[src/rtl/stor_prot_pkg.sv]
package stor_prot_pkg;

   typedef enum logic [1:0] {
      KIND_FETCH = 2'd0,
      KIND_READ  = 2'd1,
      KIND_WRITE = 2'd2,
      KIND_RSVD  = 2'd3
   } acc_kind_e;

   typedef enum logic [1:0] {
      SIZE_BYTE = 2'd0,
      SIZE_HALF = 2'd1,
      SIZE_FULL = 2'd2,
      SIZE_RSVD = 2'd3
   } acc_size_e;

   typedef enum logic [1:0] {
      SEL_USER_KEY = 2'd0,
      SEL_BLK_KEY  = 2'd1,
      SEL_RO_FLAG  = 2'd2,
      SEL_AE_FLAG  = 2'd3
   } upd_sel_e;

   localparam logic [1:0] CAUSE_ALIGN = 2'd0;
   localparam logic [1:0] CAUSE_KEY   = 2'd1;
   localparam logic [1:0] CAUSE_RDONLY = 2'd2;
   localparam logic [1:0] CAUSE_ADDR  = 2'd3;

endpackage

[src/rtl/stor_prot_blk_attr.sv]
module stor_prot_blk_attr
   import stor_prot_pkg::*;
#(
   parameter int NUM_BLK = 32,
   parameter int KEY_W   = 3,
   localparam int BIDX_W = (NUM_BLK > 1) ? $clog2(NUM_BLK) : 1
) (
   input  logic              clk,
   input  logic              rst_n,
   input  logic              wr_en,
   input  logic [1:0]        wr_sel,
   input  logic [BIDX_W-1:0] wr_idx,
   input  logic [KEY_W-1:0]  wr_data,
   input  logic              wr_refused,
   input  logic [BIDX_W-1:0] rd_idx,
   output logic [KEY_W-1:0]  rd_key,
   output logic              rd_ro,
   output logic              rd_ae
);

   logic [KEY_W-1:0] skey_q [NUM_BLK];
   logic             ro_q   [NUM_BLK];
   logic             ae_q   [NUM_BLK];

   generate
      if (NUM_BLK < 1) begin : g_bad_blk
         $error("stor_prot_blk_attr: NUM_BLK must be at least 1");
      end
      for (genvar gb = 0; gb < NUM_BLK; gb++) begin : g_blk
         logic sel_me;
         assign sel_me = wr_en && (wr_idx == BIDX_W'(gb));

         always_ff @(posedge clk) begin
            if (!rst_n) begin
               skey_q[gb] <= '0;
               ro_q[gb]   <= 1'b0;
               ae_q[gb]   <= 1'b0;
            end else if (sel_me) begin
               case (upd_sel_e'(wr_sel))
                  SEL_BLK_KEY: skey_q[gb] <= wr_data;
                  SEL_RO_FLAG: ro_q[gb]   <= wr_data[0];
                  SEL_AE_FLAG: ae_q[gb]   <= wr_data[0];
                  default:     ;
               endcase
            end
         end

         assert_refused_update_R9: assert property (@(posedge clk) disable iff (!rst_n)
            wr_refused |=> ($stable(skey_q[gb]) && $stable(ro_q[gb]) && $stable(ae_q[gb])));
      end
   endgenerate

   always_comb begin
      rd_key = '0;
      rd_ro  = 1'b0;
      rd_ae  = 1'b0;
      for (int i = 0; i < NUM_BLK; i++) begin
         if (rd_idx == BIDX_W'(i)) begin
            rd_key = skey_q[i];
            rd_ro  = ro_q[i];
            rd_ae  = ae_q[i];
         end
      end
   end

endmodule

[config.mk]
export PLATFORM = sky130hd
export DESIGN_NAME = stor_prot_blk_attr
export DESIGN_NICKNAME = d
export VERILOG_FILES = /design/src/rtl/stor_prot_pkg.sv /design/src/rtl/stor_prot_blk_attr.sv
export SDC_FILE = /design/constraint.sdc
export NUM_CORES = 1
export LEC_CHECK = 0
export ABC_AREA = 1
export BUFFER_PORTS_ARGS = -buffer_cell sky130_fd_sc_hd__buf_2
export CAP_MARGIN = 5
export CORE_MARGIN = 2
export CORE_UTILIZATION = 40
export CTS_CLUSTER_DIAMETER = 50
export DETAILED_ROUTE_END_ITERATION = 16
export PLACE_DENSITY_LB_ADDON = 0.05
export SLEW_MARGIN = 30
export SYNTH_ARGS = -nofsm -noshare
export SYNTH_HDL_FRONTEND = slang
export SYNTH_SLANG_ARGS = --single-unit
[constraint.sdc]
create_clock -name clk -period 2.7 [get_ports clk]
set_input_delay 0.54 -clock clk [delete_from_list [all_inputs] [get_ports clk]]
set_output_delay 0.54 -clock clk [all_outputs]
set_load 0.005 [all_outputs]
==> results of run 1 <==
how the worst max path moves through the flow:
stage                      endpoint  slack [ns]  depth (start not counted)
after floorplan               rd_ae        0.07                         21
after global placement        rd_ae       -0.71                         22
after detailed placement      rd_ae       -0.71                         22
after CTS                 rd_key[0]       -0.62                         19
after global routing          rd_ae       -0.92                         22
final                         rd_ae       -0.61                         22
per-layer routing:
layer / global-route usage [%] / part of all wire, % / wire [um]
met1: 30.8 / 45 / 10900
met3: 3.66 / 4.5 / 1080
met4: 7.05 / 2.3 / 551
met2: 37.1 / 48 / 11500
met5: 0 / 0 / 0
final cells by class:
cell class	count	area share [%]
tap	275	3.40
clock inverter	9	1.09
clock buffer	23	4.43
sequential	160	47.3
inverter	89	3.40
multi-input combinational	751	32.6
timing repair buffer	95	7.84
power by group through the flow:
stage / sequential [mW] / clock, mW / combinational, mW
6_report: 2.89 / 2.38 / 0.555
5_1_grt: 2.90 / 2.51 / 0.615
4_1_cts: 2.89 / 2.40 / 0.545
3_5_place_dp: 2.94 / 0 / 0.518
3_3_place_gp: 2.94 / 0 / 0.518
2_1_floorplan: 2.92 / 0 / 0.299
placed cells by master (no fill, tap or decap), drive strengths merged, types with 16 or more instances in the layout:
master	synthesis	layout
nand2	338	338
nor2	256	256
edfxtp	158	158
buf	16	95
inv	89	90
nand3	55	55
nand4	39	39
clkbuf	34	23
a21oi	19	19
or2	16	16
state kept, by name, indices dropped and copies added, names as in the netlist:
name	count
ae_q	32
skey_q	96
ro_q	32
kinds of logic (layout without fill, tap and decap cells):
family	after synthesis	in the layout	synth area share [%]
AND/OR/NAND/NOR	717	718	35.3
flip-flops	160	160	56.5
buffers and inverters	139	216	6.26
AO/OA/AOI/OAI	33	33	2.01
worst min-delay path: stages:
cell     delay (ns)
buf_2          0.12
o21ai_0        0.09
nor2_1         0.08
Yosys cell counts:
cell type,number,area [um^2]
nand2_1,337,1260
nor2_1,252,946
edfxtp_1,158,4740
inv_1,88,330
nand3_1,52,260
nand4_1,39,244
clkbuf_1,34,128
a21oi_1,19,95.1
or2_2,15,93.8
o21ai_0,12,60.1
buf_1,11,41.3
nor3_1,8,40.0
buf_2,4,20.0
nand3_2,3,30.0
dfxtp_1,2,40.0
nor2_2,2,12.5
nor2_4,2,22.5
nor3_4,2,32.5
nor3b_1,2,15.0
a31o_2,1,8.76
buf_4,1,7.51
inv_2,1,3.75
nand2_2,1,6.26
nor4_2,1,12.5
o22ai_1,1,6.26
or2_0,1,6.26
metrics by stage:
stage / setup TNS, ns / std cells / worst slack, ns / util, % / area (um^2)
after floorplan: 0 / 1049 / 0.0667 / - / 8470
after global placement: -3.16 / 1360 / -0.709 / 44.5 / 9300
after detailed placement: -3.32 / 1360 / -0.710 / 44.5 / 9300
after CTS: -2.72 / 1399 / -0.624 / 47.9 / 10000
after global routing: -3.74 / 1402 / -0.915 / 48.5 / 10100
final: -2.56 / 1402 / -0.613 / 48.5 / 10100
what timing repair did:
action,CTS,global route
endpoints found under the hold margin,0,0
setup endpoints to repair,5,5
pin swaps,22,30
resized for setup,33,26
cloned,1,0
buffers inserted,6,3
==> reports/qor.txt, run 1 <==
CP startpoint -> rd_idx[2]
Violated checks -> setup timing
Layout cells sized above 1 -> 16.1%
Wire length per cell -> 17.1 um
Slew @ Worst Pin -> 0.605 ns
Post-route minimum period -> 3.31 ns
Peak VDD IR -> 0.453 mV
Max Cap Viol -> 0
Reg2Reg Launch Point -> ae_q[1][0]
Top cell by count, worst path -> nand4_1
Worst Setup Start Kind -> input pin
Reg2reg end -> ae_q[1][0]
Fin Clk Skew -> 0 ns
WS Path Type -> in2out
Clock H-tree levels -> 4
Worst Hold Launch -> wr_data[0]
Row cnt -> 53
Via density per instance -> 5.02
Critical Path End Type -> output port
Critical Path Fanout Max -> 15
Max Fclk -> 302 MHz
Pre-antenna DRT Iters -> 4
Clock root cell -> clkbuf_16
PD cells -> 575 mW/mm^2
Yosys cell types -> 26
Max clock buf depth -> 2
R2R depth -> 2
Fin. Hold Viols -> 0
Clock group share of total power -> 40.9%
Drt total wl -> 24.0 mm
Final net count -> 1,133
Die height -> 150 um
Critical path, cell by cell -> buf_6 > nor2_4 > buf_12 > nand4_1 > nand3_1 > nor2_2 > nand4_1 > nand2_1 > nand3_1 > nand2_1 > nand4_1 > nor2_2 > nand4_1 > nand2_1 > nand4_1 > nand2_1 > nand3_2 > nand2_2 > nand4_1 > nand2_1 > nand3_1 > buf_2
Hold EP -> ro_q[1][0]
Total CTS buffers -> 17
Input/output buffers -> 22
Register area -> 0.00478 mm^2
DIE AREA -> 0.0224 mm^2
Final setup viols -> 5
Outcome -> complete, but fails checks
Crit path max-delay cell type -> nor2_2
Overall routing resource usage -> 22.6%
Hold path depth -> 3
CTS sink cnt -> 160
CORE AREA -> 0.0209 mm^2
Io pins -> 24
CP required -> 2.16 ns
Yosys warnings -> 0
# DRC -> 0
Post-synthesis sequential area ratio -> 56.5%
Total number of vias -> 7,044
Int Pwr -> 4.39 mW
Setup ws final -> -0.613 ns
Dpl hpwl -> 16.5 mm
Via count of the first global-routing pass -> 6,749
Layout fillers -> 2,087
Family with the most delay on the worst path -> simple AND/OR/NAND/NOR gates
Leak -> 3.94 nW
Gr ovfl total -> 0
Clk slew on worst S/H paths -> 0.07 ns
Antenna violations before repair -> 0
WP buf/inv -> 3
Sw power -> 1.43 mW
CP max stage delay -> 0.16 ns
Die span in x -> 150 um
RePlAce Congestion -> 0.825
Syn Inst Count -> 1,049
CP arrival -> 2.77 ns
Syn nets -> 1,068
Synthesized area -> 0.00847 mm^2
Worst min-delay path category -> in2reg
Area grow syn2layout -> 19.5%
Min Hold Slack -> 0.427 ns
Wire length of the first global-routing pass -> 37.4 mm
Slew HR -> 59.5%
Area occupied by multi-input gates -> 0.00330 mm^2
Reg2reg setup slack -> 2.04 ns
Register bit count reported by yosys -> 160
Final ANT Viol Nets -> 0
Initial Util -> 40.6%
Largest net degree at the start of global routing -> 64
Sequential power share -> 49.6%
Tcrit/Tclk final -> 123%
Avg Inst Size Synth -> 8.08 um^2
Ant diodes -> 0
DRT iter0 DRCs -> 535
CTS tree -> built
Net Sw Frac -> 24.6%
Final Max Tran Viols -> 0
Total power -> 5.82 mW
RSZ-0062 raised after global routing -> true
Combinational power share -> 9.5%
Clock Latency Late Sink -> 0.43 ns
CTS Hold Buffers Added -> 0
No activity file was read; power rests on OpenSTA's default activity.
==> run 2: changes to the inputs <==
--- a/config.mk
+++ b/config.mk
@@ -15,2 +15,3 @@
 export PLACE_DENSITY_LB_ADDON = 0.05
+export RECOVER_POWER = 50
 export SLEW_MARGIN = 30
==> constraint.sdc (replaced) <==
create_clock -name clk -period 2.7 [get_ports clk]
set_input_delay 0.135 -clock clk [delete_from_list [all_inputs] [get_ports clk]]
set_output_delay 0.135 -clock clk [all_outputs]
set_load 0.005 [all_outputs]
==> run 2 against run 1 <==
  * The flow finishes with violations (capacitance limit, slew limit, setup timing)
  * Largest cell class unchanged
  * Sequential cell count unchanged
  * Register-to-register slack hardly changed
  * Critical path type is now reg2out
  * Count of clock-buffer cells in the layout fell by 3
  * Clock power up 10%
  * Critical path depth shrank 3
  * Maximum frequency is 16% higher
  * First-iteration DRC count is 2.6% higher
  * Final area fell by 3.3%
  * Largest power group unchanged
  * Power increased by 3.3%
  * Cell count decreased by 2.5%
  * Wire length down 3.1%
==> reports/qor.txt, run 2 (synthesized netlist as in run 1, its figures left out) <==
Final Max Tran Viols -> 83 (was 0)
CP arrival -> 2.73 ns (was 2.77 ns)
Max Cap Viol -> 2 (was 0)
Clock Latency Late Sink -> 0.42 ns (was 0.43 ns)
Post-route minimum period -> 2.87 ns (was 3.31 ns)
Layout cells sized above 1 -> 12.7% (was 16.1%)
CTS tree -> built (unchanged)
CORE AREA -> 0.0209 mm^2 (unchanged)
Outcome -> complete, but fails checks (unchanged)
Peak VDD IR -> 0.404 mV (was 0.453 mV)
Via density per instance -> 5.04 (was 5.02)
CTS sink cnt -> 160 (unchanged)
Highest-count cells in the layout ignoring fill and taps -> nand2_1 (328), nor2_1 (246), edfxtp_1 (158), inv_1 (89), nand3_1 (40) (was nand2_1 (328), nor2_1 (241), edfxtp_1 (158), inv_1 (83), buf_4 (64))
CP startpoint -> ro_q[0][0] (was rd_idx[2])
Wire length per cell -> 17.0 um (was 17.1 um)
Antenna violations before repair -> 0 (unchanged)
Max Fclk -> 349 MHz (was 302 MHz)
Reg2Reg Launch Point -> ae_q[1][0] (unchanged)
Final net count -> 1,099 (was 1,133)
CTS Hold Buffers Added -> 0 (unchanged)
Worst min-delay path category -> in2reg (unchanged)
Io pins -> 24 (unchanged)
Worst Hold Launch -> wr_data[0] (unchanged)
Area grow syn2layout -> 15.5% (was 19.5%)
DIE AREA -> 0.0224 mm^2 (unchanged)
Cell Count, Final, Fillers Out -> 1,367 (was 1,402)
Critical path, cell by cell -> nand4_1 > nand3_2 > nor2_2 > nand4_1 > nand2_2 > nand4_1 > nor2_1 > nand4_1 > nand2_1 > nand3_2 > nand2_1 > nand4_1 > nand2_2 > nand3_2 > nand2_2 > nand4_1 > nand2_1 > nand3_1 > buf_2 (was buf_6 > nor2_4 > buf_12 > nand4_1 > nand3_1 > nor2_2 > nand4_1 > nand2_1 > nand3_1 > nand2_1 > nand4_1 > nor2_2 > nand4_1 > nand2_1 > nand4_1 > nand2_1 > nand3_2 > nand2_2 > nand4_1 > nand2_1 > nand3_1 > buf_2)
Largest net degree at the start of global routing -> 129 (was 64)
Max reg flops -> 96 (unchanged)
Max clock buf depth -> 2 (unchanged)
Overall routing resource usage -> 21.8% (was 22.6%)
Biggest regs -> skey_q x96, ae_q x32, ro_q x32 (unchanged)
# DRC -> 0 (unchanged)
Die span in x -> 150 um (unchanged)
Fin. Hold Viols -> 0 (unchanged)
CP required -> 2.57 ns (was 2.16 ns)
Input/output buffers -> 22 (unchanged)
Placed cells -> 1,336 (was 1,360)
PD cells -> 615 mW/mm^2 (was 575 mW/mm^2)
Initial Util -> 40.6% (unchanged)
Critical Path Fanout Max -> 1 (was 15)
DRT iter0 DRCs -> 549 (was 535)
Clock root cell -> clkbuf_16 (unchanged)
Min Hold Slack -> 0.00889 ns (was 0.427 ns)
CP max stage delay -> 0.37 ns (was 0.16 ns)
Leak -> 3.80 nW (was 3.94 nW)
Ant diodes -> 0 (unchanged)
Drt total wl -> 23.3 mm (was 24.0 mm)
Total number of vias -> 6,885 (was 7,044)
Commonest non-fill, non-tap cell in the layout -> nand2_1 (unchanged)
Die height -> 150 um (unchanged)
Total CTS buffers -> 17 (unchanged)
Top cell by count, worst path -> nand4_1 (unchanged)
Via count of the first global-routing pass -> 6,527 (was 6,749)
Row cnt -> 53 (unchanged)
Wire length of the first global-routing pass -> 35.8 mm (was 37.4 mm)
Critical Path End Type -> output port (unchanged)
Family with the most delay on the worst path -> simple AND/OR/NAND/NOR gates (unchanged)
Worst Setup Start Kind -> flop (was input pin)
Tcrit/Tclk final -> 106% (was 123%)
Slew @ Worst Pin -> 2.13 ns (was 0.605 ns)
Dpl hpwl -> 16.0 mm (was 16.5 mm)
Slew HR -> -41.8% (was 59.5%)
Clk slew on worst S/H paths -> 0.06 ns (was 0.07 ns)
RePlAce Congestion -> 0.876 (was 0.825)
Violated checks -> capacitance limit, slew limit, setup timing (was setup timing)
Final ANT Viol Nets -> 0 (unchanged)
Setup Buffers After CTS -> 0 (was 6)
Final setup viols -> 5 (unchanged)
Pre-antenna DRT Iters -> 7 (was 4)
WS Path Type -> reg2out (was in2out)
Setup ws final -> -0.166 ns (was -0.613 ns)
RSZ-0062 raised after global routing -> true (unchanged)
Gr ovfl total -> 0 (unchanged)
WP buf/inv -> 1 (was 3)
Largest register by flop count -> skey_q (unchanged)
Total power -> 6.02 mW (was 5.82 mW)
Layout fillers -> 2,080 (was 2,087)
Fin Clk Skew -> 0 ns (unchanged)
Clock H-tree levels -> 4 (unchanged)
Crit path max-delay cell type -> edfxtp_1 (was nor2_2)
Pre-CTS setup slack -> -0.0412 ns (was -0.710 ns)
==> run 2: cell types whose count changed in the layout (fill, tap and decap cells not counted), sizes merged <==
cell	previous run	this run
buf	95	56
bufinv	2	5
clkbuf	23	26
clkinv	4	5
clkinvlp	2	1
inv	90	89
nor3	11	10
==> run 2: stage by stage <==
| stage | util, % | TNS (ns) | area (um^2) |
|---|---|---|---|
| after detailed placement | 43.5 | -0.0592 | 9090 |
| final | 46.8 | -0.507 | 9780 |
| after floorplan | - | 0 | 8470 |
| after global placement | 43.5 | -0.0495 | 9090 |
| after global routing | 46.8 | -1.63 | 9780 |
| after CTS | 46.8 | -0.834 | 9770 |
==> run 2: what timing repair did <==
item | CTS | global route
pin swaps | 4 | 11
endpoints found under the setup margin | 5 | 5
resized for setup | 13 | 14
==> run 2: final cells by class <==
| cell class | count | area (um^2) | share of cell area, % |
|---|---|---|---|
| sequential | 160 | 4780 | 48.9 |
| multi-input combinational | 750 | 3260 | 33.3 |
| clock buffer | 20 | 437 | 4.46 |
| timing repair buffer | 62 | 435 | 4.45 |
| tap | 275 | 344 | 3.52 |
| inverter | 89 | 334 | 3.41 |
| clock inverter | 11 | 189 | 1.93 |
==> run 2: worst paths after layout <==
| check | to | slack, ns | depth (start not counted) |
|---|---|---|---|
| worst max register to register | ae_q[1][0] | 2.05 | 2 |
| worst min-delay path | ro_q[1][0] | 0.009 | 3 |
| worst max-delay path | rd_ro | -0.17 | 19 |
| worst min register to register | ro_q[1][0] | 0.49 | 2 |
==> run 2: routing by layer <==
| metal | vias up | track usage (%) | wire length, um |
|---|---|---|---|
| met5 | - | 0 | 0 |
| met1 | 3248 | 30.0 | 10800 |
| met4 | 0 | 9.10 | 690 |
| met2 | 160 | 33.9 | 10700 |
| met3 | 38 | 3.81 | 1030 |
| li1 | 3439 | - | - |
==> run 2: worst reg2reg max path: stages (launching register included) <==
cell	delay, ns
dfxtp_1	0.34
a21oi_1	0.05
nor3b_1	0.20
==> run 2: report_power, final <==
part	leakage, nW	switching (mW)	internal, mW
logic	1.99	0.375	0.142
registers	1.52	0.0344	2.85
clock network	0.301	0.984	1.63
total	3.80	1.39	4.62
